### src/rtl/bt656_demux_pkg.sv
package bt656_demux_pkg;

  typedef enum logic [1:0] {
    PH_CB = 2'd0,
    PH_Y0 = 2'd1,
    PH_CR = 2'd2,
    PH_Y1 = 2'd3
  } phase_e;

  localparam int PL_Y    = 0;
  localparam int PL_CB   = 1;
  localparam int PL_CR   = 2;
  localparam int NPLANE  = 3;

  // Status word: 1 F V H P3 P2 P1 P0
  function automatic logic status_ok(input logic [7:0] s);
    return s[7]
        && (s[3] == (s[5] ^ s[4]))
        && (s[2] == (s[6] ^ s[4]))
        && (s[1] == (s[6] ^ s[5]))
        && (s[0] == (s[6] ^ s[5] ^ s[4]));
  endfunction

endpackage

### src/rtl/bt656_trc_parser.sv
module bt656_trc_parser
  import bt656_demux_pkg::*;
#(
  parameter int W = 10
) (
  input  logic         clk,
  input  logic         rst,
  input  logic         vld,
  input  logic [W-1:0] din,
  output logic         smp_wr,
  output logic [1:0]   smp_plane,
  output logic         field_o,
  output logic         vblank_o,
  output logic         active_o,
  output logic         line_end_o
);

  localparam logic [W-1:0] ALL_ONES = '1;
  localparam logic [W-1:0] ALL_ZERO = '0;

  // preamble progress: 0 none, 1 ones seen, 2 one zero, 3 two zeros
  logic [1:0]  pre_q;
  phase_e      ph_q;
  logic [7:0]  stat;
  logic        is_ones, is_zero, code_byte, at_status, status_good;

  assign stat        = din[W-1 -: 8];
  assign is_ones     = (din == ALL_ONES);
  assign is_zero     = (din == ALL_ZERO);
  assign at_status   = (pre_q == 2'd3);
  assign status_good = status_ok(stat);
  assign code_byte   = is_ones || at_status
                    || (is_zero && (pre_q == 2'd1 || pre_q == 2'd2));

  assign smp_wr = vld && active_o && !code_byte;

  always_comb begin
    case (ph_q)
      PH_CB:   smp_plane = 2'(PL_CB);
      PH_CR:   smp_plane = 2'(PL_CR);
      default: smp_plane = 2'(PL_Y);
    endcase
  end

  always_ff @(posedge clk) begin
    if (rst) begin
      pre_q      <= 2'd0;
      ph_q       <= PH_CB;
      field_o    <= 1'b0;
      vblank_o   <= 1'b1;
      active_o   <= 1'b0;
      line_end_o <= 1'b0;
    end else begin
      line_end_o <= 1'b0;
      if (vld) begin
        if (is_ones)                        pre_q <= 2'd1;
        else if (is_zero && pre_q == 2'd1)  pre_q <= 2'd2;
        else if (is_zero && pre_q == 2'd2)  pre_q <= 2'd3;
        else                                pre_q <= 2'd0;

        if (at_status && status_good) begin
          field_o  <= stat[6];
          vblank_o <= stat[5];
          if (!stat[4]) begin
            active_o <= !stat[5];
            ph_q     <= PH_CB;
          end else begin
            active_o   <= 1'b0;
            line_end_o <= active_o;
          end
        end else if (smp_wr) begin
          ph_q <= phase_e'(ph_q + 2'd1);
        end
      end
    end
  end

endmodule

### src/rtl/bt656_plane_fifo.sv
module bt656_plane_fifo #(
  parameter int W     = 10,
  parameter int DEPTH = 16
) (
  input  logic         clk,
  input  logic         rst,
  input  logic         wr,
  input  logic [W-1:0] wdata,
  input  logic         rd,
  output logic [W-1:0] rdata,
  output logic         empty,
  output logic         full,
  output logic         drop
);

  localparam int AW = $clog2(DEPTH);
  localparam logic [AW:0] CNT_FULL = (AW+1)'(DEPTH);

  logic [W-1:0]  mem [DEPTH];
  logic [AW-1:0] wp, rp;
  logic [AW:0]   cnt;
  logic          wr_ok, rd_ok;

  assign empty = (cnt == '0);
  assign full  = (cnt == CNT_FULL);
  assign wr_ok = wr && !full;
  assign rd_ok = rd && !empty;
  assign drop  = wr && full;

  always_ff @(posedge clk) begin
    if (wr_ok) mem[wp] <= wdata;
  end

  always_ff @(posedge clk) begin
    if (rst) begin
      rdata <= '0;
    end else if (rd_ok) begin
      rdata <= mem[rp];
    end
  end

  always_ff @(posedge clk) begin
    if (rst) begin
      wp  <= '0;
      rp  <= '0;
      cnt <= '0;
    end else begin
      if (wr_ok) wp <= wp + 1'b1;
      if (rd_ok) rp <= rp + 1'b1;
      case ({wr_ok, rd_ok})
        2'b10:   cnt <= cnt + 1'b1;
        2'b01:   cnt <= cnt - 1'b1;
        default: cnt <= cnt;
      endcase
    end
  end

endmodule

### src/rtl/bt656_demux.sv
module bt656_demux
  import bt656_demux_pkg::*;
#(
  parameter int NCH   = 2,
  parameter int W     = 10,
  parameter int DEPTH = 16
) (
  input  logic                    clk,
  input  logic                    rst,
  input  logic [NCH-1:0]          in_vld,
  input  logic [NCH*W-1:0]        in_data,
  input  logic [NCH*NPLANE-1:0]   rd_en,
  output logic [NCH*NPLANE*W-1:0] rd_data,
  output logic [NCH*NPLANE-1:0]   fifo_empty,
  output logic [NCH*NPLANE-1:0]   ovf_flag,
  input  logic [NCH*NPLANE-1:0]   ovf_clr,
  output logic [NCH-1:0]          field_id,
  output logic [NCH-1:0]          vblank,
  output logic [NCH-1:0]          line_active,
  output logic [NCH-1:0]          line_end
);

  localparam int NF = NCH * NPLANE;

  logic [NCH-1:0] smp_wr;
  logic [1:0]     smp_plane [NCH];
  logic [NF-1:0]  fifo_wr;
  logic [NF-1:0]  fifo_full;
  logic [NF-1:0]  drop;

  for (genvar c = 0; c < NCH; c++) begin : g_ch
    bt656_trc_parser #(.W(W)) u_parse (
      .clk        (clk),
      .rst        (rst),
      .vld        (in_vld[c]),
      .din        (in_data[c*W +: W]),
      .smp_wr     (smp_wr[c]),
      .smp_plane  (smp_plane[c]),
      .field_o    (field_id[c]),
      .vblank_o   (vblank[c]),
      .active_o   (line_active[c]),
      .line_end_o (line_end[c])
    );

    for (genvar p = 0; p < NPLANE; p++) begin : g_pl
      localparam int IDX = c*NPLANE + p;

      assign fifo_wr[IDX] = smp_wr[c] && (smp_plane[c] == 2'(p));

      bt656_plane_fifo #(.W(W), .DEPTH(DEPTH)) u_fifo (
        .clk   (clk),
        .rst   (rst),
        .wr    (fifo_wr[IDX]),
        .wdata (in_data[c*W +: W]),
        .rd    (rd_en[IDX]),
        .rdata (rd_data[IDX*W +: W]),
        .empty (fifo_empty[IDX]),
        .full  (fifo_full[IDX]),
        .drop  (drop[IDX])
      );

      always_ff @(posedge clk) begin
        if (rst)                ovf_flag[IDX] <= 1'b0;
        else if (drop[IDX])     ovf_flag[IDX] <= 1'b1;
        else if (ovf_clr[IDX])  ovf_flag[IDX] <= 1'b0;
      end
    end
  end

endmodule

### config.mk
export PLATFORM = sky130hd
export DESIGN_NAME = bt656_demux
export DESIGN_NICKNAME = d
export VERILOG_FILES = /design/src/rtl/bt656_demux_pkg.sv /design/src/rtl/bt656_trc_parser.sv /design/src/rtl/bt656_plane_fifo.sv /design/src/rtl/bt656_demux.sv
export SDC_FILE = /design/constraint.sdc
export NUM_CORES = 1
export LEC_CHECK = 0
export ABC_AREA = 1
export CAP_MARGIN = 20
export CORE_UTILIZATION = 60
export CTS_BUF_LIST = sky130_fd_sc_hd__clkbuf_16
export CTS_CLUSTER_SIZE = 40
export DETAILED_ROUTE_END_ITERATION = 7
export PLACE_DENSITY = 0.77
export SYNTH_ARGS = -nofsm -noshare
export SYNTH_HDL_FRONTEND = slang
export SYNTH_HIERARCHICAL = 1
export SYNTH_SLANG_ARGS = --single-unit
### constraint.sdc
create_clock -name clk -period 4.7 [get_ports clk]
set_clock_uncertainty 0.1 [all_clocks]
set_input_delay 0.705 -clock clk [delete_from_list [all_inputs] [get_ports clk]]
set_output_delay 0.705 -clock clk [all_outputs]
set_load 0.03 [all_outputs]
Yosys cells after proc, flatten, opt, wreduce, memory -nomap -nowiden
Memories as Yosys holds them, arrays and structs flattened. A register that Yosys moved wholly into a read port is not among the register bits.
Index checks and enable logic that the tools add are counted.
{"block": "word_totals", "ff_bits": 100, "n_memories": 6, "word_cells": 268, "in_bits": 36, "ramBits": 960}
{"name": "g_ch[0].g_pl[0].u_fifo.mem", "depth": 16, "word_bits": 10, "rd": 1, "rd_ports_with_merged_regs": 1, "wr": 1, "line": "bt656_plane_fifo.sv:19", "source": "logic [W-1:0] mem [DEPTH];"}
{"name": "g_ch[0].g_pl[1].u_fifo.mem", "depth": 16, "word_bits": 10, "rd": 1, "rd_ports_with_merged_regs": 1, "wr": 1, "line": "bt656_plane_fifo.sv:19"}
{"name": "g_ch[0].g_pl[2].u_fifo.mem", "depth": 16, "word_bits": 10, "rd": 1, "rd_ports_with_merged_regs": 1, "wr": 1, "line": "bt656_plane_fifo.sv:19"}
{"name": "g_ch[1].g_pl[0].u_fifo.mem", "depth": 16, "word_bits": 10, "rd": 1, "rd_ports_with_merged_regs": 1, "wr": 1, "line": "bt656_plane_fifo.sv:19"}
{"name": "g_ch[1].g_pl[1].u_fifo.mem", "depth": 16, "word_bits": 10, "rd": 1, "rd_ports_with_merged_regs": 1, "wr": 1, "line": "bt656_plane_fifo.sv:19"}
{"name": "g_ch[1].g_pl[2].u_fifo.mem", "depth": 16, "word_bits": 10, "rd": 1, "rd_ports_with_merged_regs": 1, "wr": 1, "line": "bt656_plane_fifo.sv:19"}
{"block": "classes", "add_sub_neg": 26, "n_bitwise": 14, "n_mux": 46, "n_eq_ne": 42, "reduce_logical": 98}
{"cell": "5-bit one-hot mux with 2 select lines", "count": 6}
{"cell": "4-bit by 1-bit adder with 4-bit output, second input constant", "count": 12}
{"cell": "1-bit logical AND", "count": 44}
{"cell": "5-bit by 1-bit adder with 5-bit output, second input constant", "count": 6}
{"cell": "5-bit equality test, second input constant", "count": 6}
{"cell": "5-bit logical NOT", "count": 6}
{"cell": "5-bit by 1-bit subtractor with 5-bit output, second input constant", "count": 6}
{"cell": "2-bit equality test, second input constant", "count": 14}
{"cell": "2-bit nonzero test", "count": 14}
{"cell": "1-bit two-way mux", "count": 26}
{"cell": "2-bit two-way mux", "count": 12}
{"cell": "10-bit equality test, second input constant", "count": 2}
{"cell": "2-bit by 1-bit equality test with 1-bit output, second input constant", "count": 10}
{"cell": "10-bit logical NOT", "count": 2}
{"cell": "1-bit logical NOT", "count": 16}
{"cell": "1-bit equality test", "count": 8}
{"cell": "2-bit logical NOT", "count": 4}
{"cell": "2-bit one-hot mux with 2 select lines", "count": 2}
{"cell": "4-bit OR reduction", "count": 2}
{"cell": "1-bit bitwise XOR", "count": 8}
{"cell": "1-bit logical OR", "count": 6}
{"cell": "1-bit NOT", "count": 6}
{"cell": "3-bit AND reduction", "count": 2}
{"cell": "2-bit by 1-bit adder with 2-bit output, second input constant", "count": 2}
{"cell": "2 further kinds", "count": 4}

Logic depth before layout (Yosys ltp)
Gate-level depths: netlist (run 1).
{"block": "depth", "ltp_word": 10, "mapped_depth": 23, "ltp_nobuf": 23}

Hierarchy
Netlist (run 1), hierarchy kept.
{"mod": "bt656_plane_fifo (g_ch[0].g_pl[0].u_fifo ...)", "area_per_inst_um2": 8047.7, "instances": 3, "seq_area_each_um2": 5265.0, "cells_per_inst": 805}
{"mod": "bt656_plane_fifo (g_ch[0].g_pl[1].u_fifo ...)", "area_per_inst_um2": 8105.3, "instances": 2, "seq_area_each_um2": 5265.0, "cells_per_inst": 805}
{"mod": "bt656_plane_fifo (g_ch[1].g_pl[2].u_fifo)", "area_per_inst_um2": 8020.2, "instances": 1, "seq_area_each_um2": 5265.0, "cells_per_inst": 802}
{"mod": "bt656_trc_parser", "area_per_inst_um2": 651.9, "instances": 2, "seq_area_each_um2": 160.2, "cells_per_inst": 106}
{"mod": "bt656_demux", "area_per_inst_um2": 275.3, "instances": 1, "seq_area_each_um2": 120.1, "cells_per_inst": 41}

Worst setup path before layout (run 1)
No wires, ideal clock.
{"block": "synth_timing", "path_kind": "input port to flip-flop", "from": "input in_data[6]", "to": "register g_ch[0].g_pl[0].u_fifo.cnt[3]", "required_time_ns": 4.485, "setup_time_ns": 0.115, "stages": 18, "setup_slack_ns": 1.676, "arrival_time_ns": 2.809, "path_cell_list": "ha_1 -> nand2_1 -> nor2_1 -> nand3b_1 -> nand2_1 -> nor2_1 -> nand2_1 -> inv_1 -> inv_1 -> nor3_1 -> nand2_2 -> ha_1 -> ha_1 -> nand3_1 -> nand3_1 -> xor2_1 -> o21ai_0 -> inv_1"}
{"block": "synth_between", "elab_chain_len": 9, "elab_cells_between_ends": 13, "cone_classes": "eq/ne: 3; mux: 1; reduce/logical: 9"}
{"item": "start: declaration", "line": "bt656_demux.sv:11", "source": "input logic [NCH*W-1:0] in_data,"}
{"item": "10-bit equality test or 10-bit logical NOT (tied branches)", "line": "bt656_trc_parser.sv:28, bt656_trc_parser.sv:29"}
{"item": "1-bit logical OR or 1-bit logical AND (tied branches)", "line": "bt656_trc_parser.sv:32, bt656_trc_parser.sv:33"}
{"item": "1-bit logical OR *", "line": "bt656_trc_parser.sv:33", "source": "|| (is_zero && (pre_q == 2'd1 || pre_q == 2'd2));"}
{"item": "1-bit logical NOT *", "line": "bt656_trc_parser.sv:35", "source": "assign smp_wr = vld && active_o && !code_byte;"}
{"item": "1-bit logical AND *", "line": "bt656_trc_parser.sv:35"}
{"item": "net smp_wr[0]", "line": "bt656_demux.sv:25", "source": "logic [NCH-1:0] smp_wr;"}
{"item": "1-bit logical AND *", "line": "bt656_demux.sv:48", "source": "assign fifo_wr[IDX] = smp_wr[c] && (smp_plane[c] == 2'(p));"}
{"item": "net fifo_wr[0]", "line": "bt656_demux.sv:27", "source": "logic [NF-1:0] fifo_wr;"}
{"item": "1-bit logical AND *", "line": "bt656_plane_fifo.sv:26", "source": "assign wr_ok = wr && !full;"}
{"item": "2-bit by 1-bit equality test with 1-bit output or 2-bit equality test (tied branches)", "line": "bt656_plane_fifo.sv:50", "source": "case ({wr_ok, rd_ok})"}
{"item": "5-bit one-hot mux with 2 select lines or 2-bit nonzero test (tied branches)"}
{"item": "end signal: assignment", "line": "bt656_plane_fifo.sv:51", "source": "2'b10: cnt <= cnt + 1'b1;"}
{"item": "end signal: assignment", "line": "bt656_plane_fifo.sv:52", "source": "2'b01: cnt <= cnt - 1'b1;"}
{"item": "end signal: assignment", "line": "bt656_plane_fifo.sv:53", "source": "default: cnt <= cnt;"}
{"item": "end: declaration", "line": "bt656_plane_fifo.sv:21", "source": "logic [AW:0] cnt;"}
Mark *: on every way through the listed nets, which the timed path passes. The rest lies on a longest branch.
A chain may end at the register's enable or synchronous reset.

Worst setup path in the final report (run 1)
{"block": "layout_timing", "from": "input in_data[6]", "to": "register g_ch[0].g_pl[0].u_fifo.cnt[4]"}
The elaborated chain is that of the path after synthesis.

==> flow_metrics.tcl, run 1 <==
set metrics [dict create \
    outcome "completed" \
    synthCells 5074 \
    r2r_start "g_ch[0].u_parse/pre_q[0]$_SDFFE_PP0P_" \
    grt_pass1_vias 33100 \
    cts_buffer_depth 3 \
    setup_violations 0 \
    routedWlPerCell_microns 18.3 \
    die_width_microns 290 \
    hold_path.class "input pin to flop" \
    r2r_cells 17 \
    hold_viol_final 0 \
    timing.rr.end "g_ch[0].g_pl[0].u_fifo/cnt[4]$_SDFFE_PP0P_" \
    maxCapViolCount 0 \
    post-cts-setup-buffers 0 \
    leakagePower_nw 23.4 \
    dp_slack_ns 0.696 \
    die_y_microns 290 \
    die_area_sq_um 84400 \
    peakVddDrop_v 0.000360 \
    drive_above_1_share_pct 7.26 \
    dr_total_vias 34600 \
    crit_fanout 21 \
    ant_nets 0 \
    diodes 0 \
    syn_area_per_cell_sq_um 9.84 \
    rsz0062_at_grt "no" \
    setup_ws_ns 1.36 \
    rrSetupSlack_ns 1.56 \
    port_buffers 115 \
    crit_path_end_kind "flop" \
    fin_util_pct 67.1 \
    finalCriticalPeriod_ns 3.34 \
    seqPwrFrac_pct 40.0 \
    crit_arrival_ns 3.75 \
    avgViaCountPerCell 5.46 \
    cts.htree.levels 3 \
    critPathLaunchType "input pin" \
    wl_mm 116 \
    tns_ns 0 \
    cp-endpoint "g_ch[0].g_pl[0].u_fifo/cnt[4]$_SDFFE_PP0P_" \
    worstSetupPathType "input pin to flop" \
    switching_share_pct 34.7 \
    cts_tree "yes" \
    clkSinkCount 1120 \
    p_sw_w 0.0100 \
    powerDensity_nw_per_um2 523 \
    critPathLaunch "in_data[6]" \
    hold-worst-slack_ns 0.339 \
    grt_pass1_wl_mm 182 \
    yosysWarningCount 6 \
    p_int_w 0.0189 \
    slew_headroom_pct 29.9 \
    worst_slew_pin_slew_ns 1.05 \
    syn_area_sq_um 49900 \
    start_util_pct 60.7 \
    syn-num-nets 5184 \
    nets 5286 \
    cts_buffers 112 \
    rows 105 \
    slew_violations 0 \
    grt_usage_pct 27.5 \
    hold_buffers 0 \
    grt_max_degree 92 \
    drtIter0Drc 3842 \
    antenna_found_initial 1 \
    grt-ovfl-total 0 \
    required_ns 5.10 \
    worstSkewPairLatency_ns 0.69 \
    drc_errors 0 \
    clock_power_share_pct 30.4 \
    coreArea_sq_um 82200 \
    cts_resized 0 \
    combPwrFrac_pct 29.6 \
    dp_hpwl_mm 69.7 \
    syn2layout_area_growth_pct 10.6 \
    clk_pin_slew_ns 0.06 \
    gp_congestion 0.850 \
    cts-root-buf "clkbuf_16" \
    finalCritPeriodShare_pct 71.1 \
    clock.fmax_mhz 299 \
    firstDrtPassIters 7 \
    io_pins 116 \
]
-- through the flow --
stage               std cells  instance area, sq um  total power, W
floorplan                5074                 49900          0.0181
global placement         6130                 51500          0.0200
detailed placement       6130                 51500          0.0201
CTS                      6344                 55200          0.0289
global route             6346                 55200          0.0303
finish                   6346                 55200          0.0289
-- layout by cell type (no fill, tap or decap), drive strengths merged --
cell type	instances
nand3b	4
a31oi	2
o22a	2
xnor2	5
nor2	277
nand3	698
dfxtp	160
ha	68
nand2	1748
a21boi	5
o211ai	2
edfxtp	960
fa	6
nand4	12
xor2	25
clkinv	56
buf	111
a211oi	17
o21ai	26
inv	767
o21bai	6
or2	1
clkbuf	114
bufinv	12
nor3	8
a21oi	75
clkdlybuf4s50	94
nor3b	10
clkinvlp	5
-- power groups by stage --
stage | clock network, W | registers (W) | logic (W)
after floorplan | 0 | 0.0121 | 0.00600
after global routing | 0.00928 | 0.0116 | 0.00940
after CTS | 0.00889 | 0.0115 | 0.00846
after global placement | 0 | 0.0117 | 0.00826
after detailed placement | 0 | 0.0117 | 0.00839
final | 0.00879 | 0.0115 | 0.00854
-- registers in the layout, summed over array words and instances, names as in the netlist, 4 cells and up --
name and count:
g_ch.g_pl.u_fifo/mem 960, g_ch.g_pl.u_fifo/rdata 60, g_ch.g_pl.u_fifo/cnt 30, g_ch.g_pl.u_fifo/rp 24
g_ch.g_pl.u_fifo/wp 24, ovf_flag 6, g_ch.u_parse/ph_q 4, g_ch.u_parse/pre_q 4
-- critical path: stages --
cell and delay [ns]:
buf_2 0.38, inv_2 0.12, ha_1 0.23, nand2_1 0.07, nor2_1 0.04, nand2_1 0.05
inv_1 0.05, nand2_1 0.06, nand2_1 0.11, inv_1 0.10, inv_1 0.09, nor3_1 0.37
nand2_2 0.19, ha_1 0.31, ha_1 0.36, nand2_1 0.10, a21boi_0 0.08, o21bai_1 0.13
nand2_1 0.06, nand2_1 0.05, a21oi_1 0.05
-- routing by layer --
metal / GRT usage (%) / vias up / wire length, microns
met5: 0 / - / 12
met4: 9.86 / 2 / 3740
met3: 3.15 / 241 / 9360
met2: 45.4 / 1498 / 55700
met1: 38.1 / 16300 / 47400
li1: - / 16600 / -
-- worst min path at each step --
stage,startpoint,endpoint,cells past startpoint
floorplan,g_ch[0].u_parse/ph_q[1]$_SDFFE_PP0P_,g_ch[0].u_parse/ph_q[1]$_SDFFE_PP0P_,2
global placement,ovf_flag[2]$_SDFFE_PP0P_,ovf_flag[2]$_SDFFE_PP0P_,2
detailed placement,ovf_flag[1]$_SDFFE_PP0P_,ovf_flag[1]$_SDFFE_PP0P_,2
CTS,in_data[13],g_ch[1].g_pl[2].u_fifo/mem[1][3]$_DFFE_PP_,1
global route,in_data[13],g_ch[1].g_pl[2].u_fifo/mem[1][3]$_DFFE_PP_,1
finish,in_data[13],g_ch[1].g_pl[2].u_fifo/mem[1][3]$_DFFE_PP_,1
-- cell type report --
cell class | count | area (sq um)
flip-flops and latches | 1120 | 32000
fillers | 6067 | 27000
multi-input cells | 2997 | 13600
clock buffers | 114 | 2850
inverters | 740 | 2790
repair buffers | 205 | 1770
well taps | 1070 | 1340
clock inverters | 100 | 805
Power figures use the tool's default switching activity.
==> inputs of run 2 (changes only) <==
- clock period: 4.7 -> 3.2 ns (I/O delays scaled with it)
==> run 2 against run 1 <==
Net effect:
- wire length up 0.84%
- sequential power increased by 47%
- register-to-register slack got worse by 1.3 ns
- non-clock buffer count increased by 120
- cell count grew 1.8%
- die area is the same
- first-iteration DRC count down 6.2%
- critical path type unchanged
- largest power group unchanged
==> flow_metrics.tcl, run 2 (synthesis gave the netlist of run 1 again) <==
set metrics [dict create \
    hold_path.class "input pin to flop" \
    firstDrtPassIters 6 \
    clock_power_share_pct 29.3 \
    powerDensity_nw_per_um2 753 \
    die_area_sq_um 84400 \
    critPathLaunchType "input pin" \
    final_common_cell "nand2_1" \
    die_width_microns 290 \
    tns_ns 0 \
    grt-ovfl-total 0 \
    p_int_w 0.0274 \
    outcome "completed" \
    rsz0062_at_grt "no" \
    maxCapViolCount 0 \
    nets 5402 \
    worstPathCellList "dlygate4sd3_1 -> buf_2 -> inv_2 -> nand2_1 -> nor2_1 -> nand2_1 -> inv_1 -> nand2_1 -> nand2_1 -> inv_1 -> inv_1 -> nor3_1 -> buf_4 -> nand2_2 -> ha_2 -> inv_1 -> fa_1 -> inv_1 -> nand2_1 -> a21boi_1 -> o21bai_1 -> nand2_1 -> nand2_1 -> a21oi_1" \
    hold_start "in_data[3]" \
    fin_util_pct 68.1 \
    combPwrFrac_pct 30.6 \
    largest_register "g_ch.g_pl.u_fifo/mem" \
    dr_total_vias 35000 \
    syn2layout_area_growth_pct 12.1 \
    required_ns 3.69 \
    drive_above_1_share_pct 9.39 \
    cp_slowest_cell "dlygate4sd3_1" \
    max_stage_delay_ns 0.53 \
    cts_tree "yes" \
    peakVddDrop_v 0.000551 \
    finalCriticalPeriod_ns 2.99 \
    rows 105 \
    avgViaCountPerCell 5.43 \
    routedWlPerCell_microns 18.1 \
    grt_pass1_wl_mm 182 \
    slew_violations 0 \
    n_fill_cell 6046 \
    r2r_start "g_ch[0].u_parse/pre_q[0]$_SDFFE_PP0P_" \
    final_cell_mix "nand2_1, edfxtp_1, inv_1" \
    worstSetupPathType "input pin to flop" \
    path_delay_family "buffers and inverters" \
    clock.fmax_mhz 334 \
    clkSinkCount 1120 \
    grt_usage_pct 27.5 \
    crit_path_end_kind "flop" \
    holdPathStages 2 \
    switching_share_pct 35.0 \
    r2r_cells 20 \
    cts_buffer_depth 3 \
    largestRegisters "g_ch.g_pl.u_fifo/mem x960, g_ch.g_pl.u_fifo/rdata x60, g_ch.g_pl.u_fifo/cnt x30" \
    grt_max_degree 84 \
    io_pins 116 \
    worst_slew_pin_slew_ns 0.909 \
    worstSkewPairLatency_ns 0.69 \
    setup_violations 0 \
    grt_pass1_vias 33400 \
    leakagePower_nw 23.9 \
    instances_no_fill 6458 \
    clk_pin_slew_ns 0.06 \
    crit_arrival_ns 3.48 \
    antenna_found_initial 2 \
    crit_fanout 5 \
    dpl.cell_count 6250 \
    cts.htree.levels 3 \
    dp_hpwl_mm 71.0 \
    wl_mm 117 \
    finalCritPeriodShare_pct 93.5 \
    slew_headroom_pct 39.4 \
    drc_errors 0 \
    cts_buffers 108 \
    ant_nets 0 \
    drtIter0Drc 3603 \
    port_buffers 115 \
    seqPwrFrac_pct 40.1 \
    crit_top_cell "nand2_1" \
    gp_congestion 0.886 \
    path_depth 24 \
    coreArea_sq_um 82200 \
    cp_num_buf_inv 9 \
    cts-root-buf "clkbuf_16" \
    hold_viol_final 0 \
    die_y_microns 290 \
    critPathLaunch "in_data[8]" \
    start_util_pct 60.7 \
    largest_register_ffs 960 \
    p_sw_w 0.0148 \
]
[run 2: final timing paths]
check                                                                    to  slack, ns
worst min register to register                     ovf_flag[2]$_SDFFE_PP0P_       0.36
worst max register to register   g_ch[0].g_pl[0].u_fifo/cnt[4]$_SDFFE_PP0P_       0.30
worst min-delay path            g_ch[0].g_pl[2].u_fifo/mem[12][3]$_DFFE_PP_       0.13
worst max-delay path             g_ch[0].g_pl[0].u_fifo/cnt[4]$_SDFFE_PP0P_       0.21
[run 2: power groups by stage]
stage / registers (W) / logic (W) / clock network [W]
after floorplan: 0.0177 / 0.00881 / 0
after global placement: 0.0172 / 0.0124 / 0
after detailed placement: 0.0172 / 0.0127 / 0
after CTS: 0.0169 / 0.0128 / 0.0125
after global routing: 0.0170 / 0.0142 / 0.0131
final: 0.0169 / 0.0129 / 0.0123
[run 2: worst register-to-register path: cells and delay by family (launching register included)]
family                     cells  cell delay, ns
adders and majority gates      3            0.92
buffers and inverters          7            0.62
and+or+nand+nor                7            0.46
DFF                            1            0.38
AOI/OAI and AO/OA              3            0.34
[run 2: what timing repair did]
item	in CTS	in global routing
resized for setup	0	6
hold buffers	2	0
setup endpoints to repair	0	5
hold endpoints to repair	2	0
setup buffers	0	0
[run 2: layout make-up]
type                            instances  area (sq um)  area share (%)
Sequential cell                      1120         32000            57.2
Clock inverter                         94           713            1.27
Timing Repair Buffer                  325          2720            4.86
Antenna cell                            2          5.00         0.00894
Inverter                              740          2790            4.97
Clock buffer                          110          2750            4.92
Tap cell                             1070          1340            2.39
Multi-Input combinational cell       2997         13600            24.4
[run 2: layer usage]
layer  wire [microns]  GRT usage [%]  up-vias
met5                0              0        -
met2            56400           45.5     1518
met3             9160           3.44      279
li1                 -              -    16800
met1            46900           37.0    16500
met4             4740           11.8        0
[run 2: metrics by stage]
step / instance area (sq um) / hold WS [ns] / setup WS, ns / total power (W)
6_report: 56000 / 0.130 / 0.208 / 0.0422
4_1_cts: 56000 / 0.0949 / 0.137 / 0.0422
3_5_place_dp: 52500 / 0.354 / -0.191 / 0.0299
3_3_place_gp: 52500 / 0.350 / -0.170 / 0.0296
5_1_grt: 56000 / 0.136 / 0.0159 / 0.0442
2_1_floorplan: 49900 / 0.350 / 0.401 / 0.0265
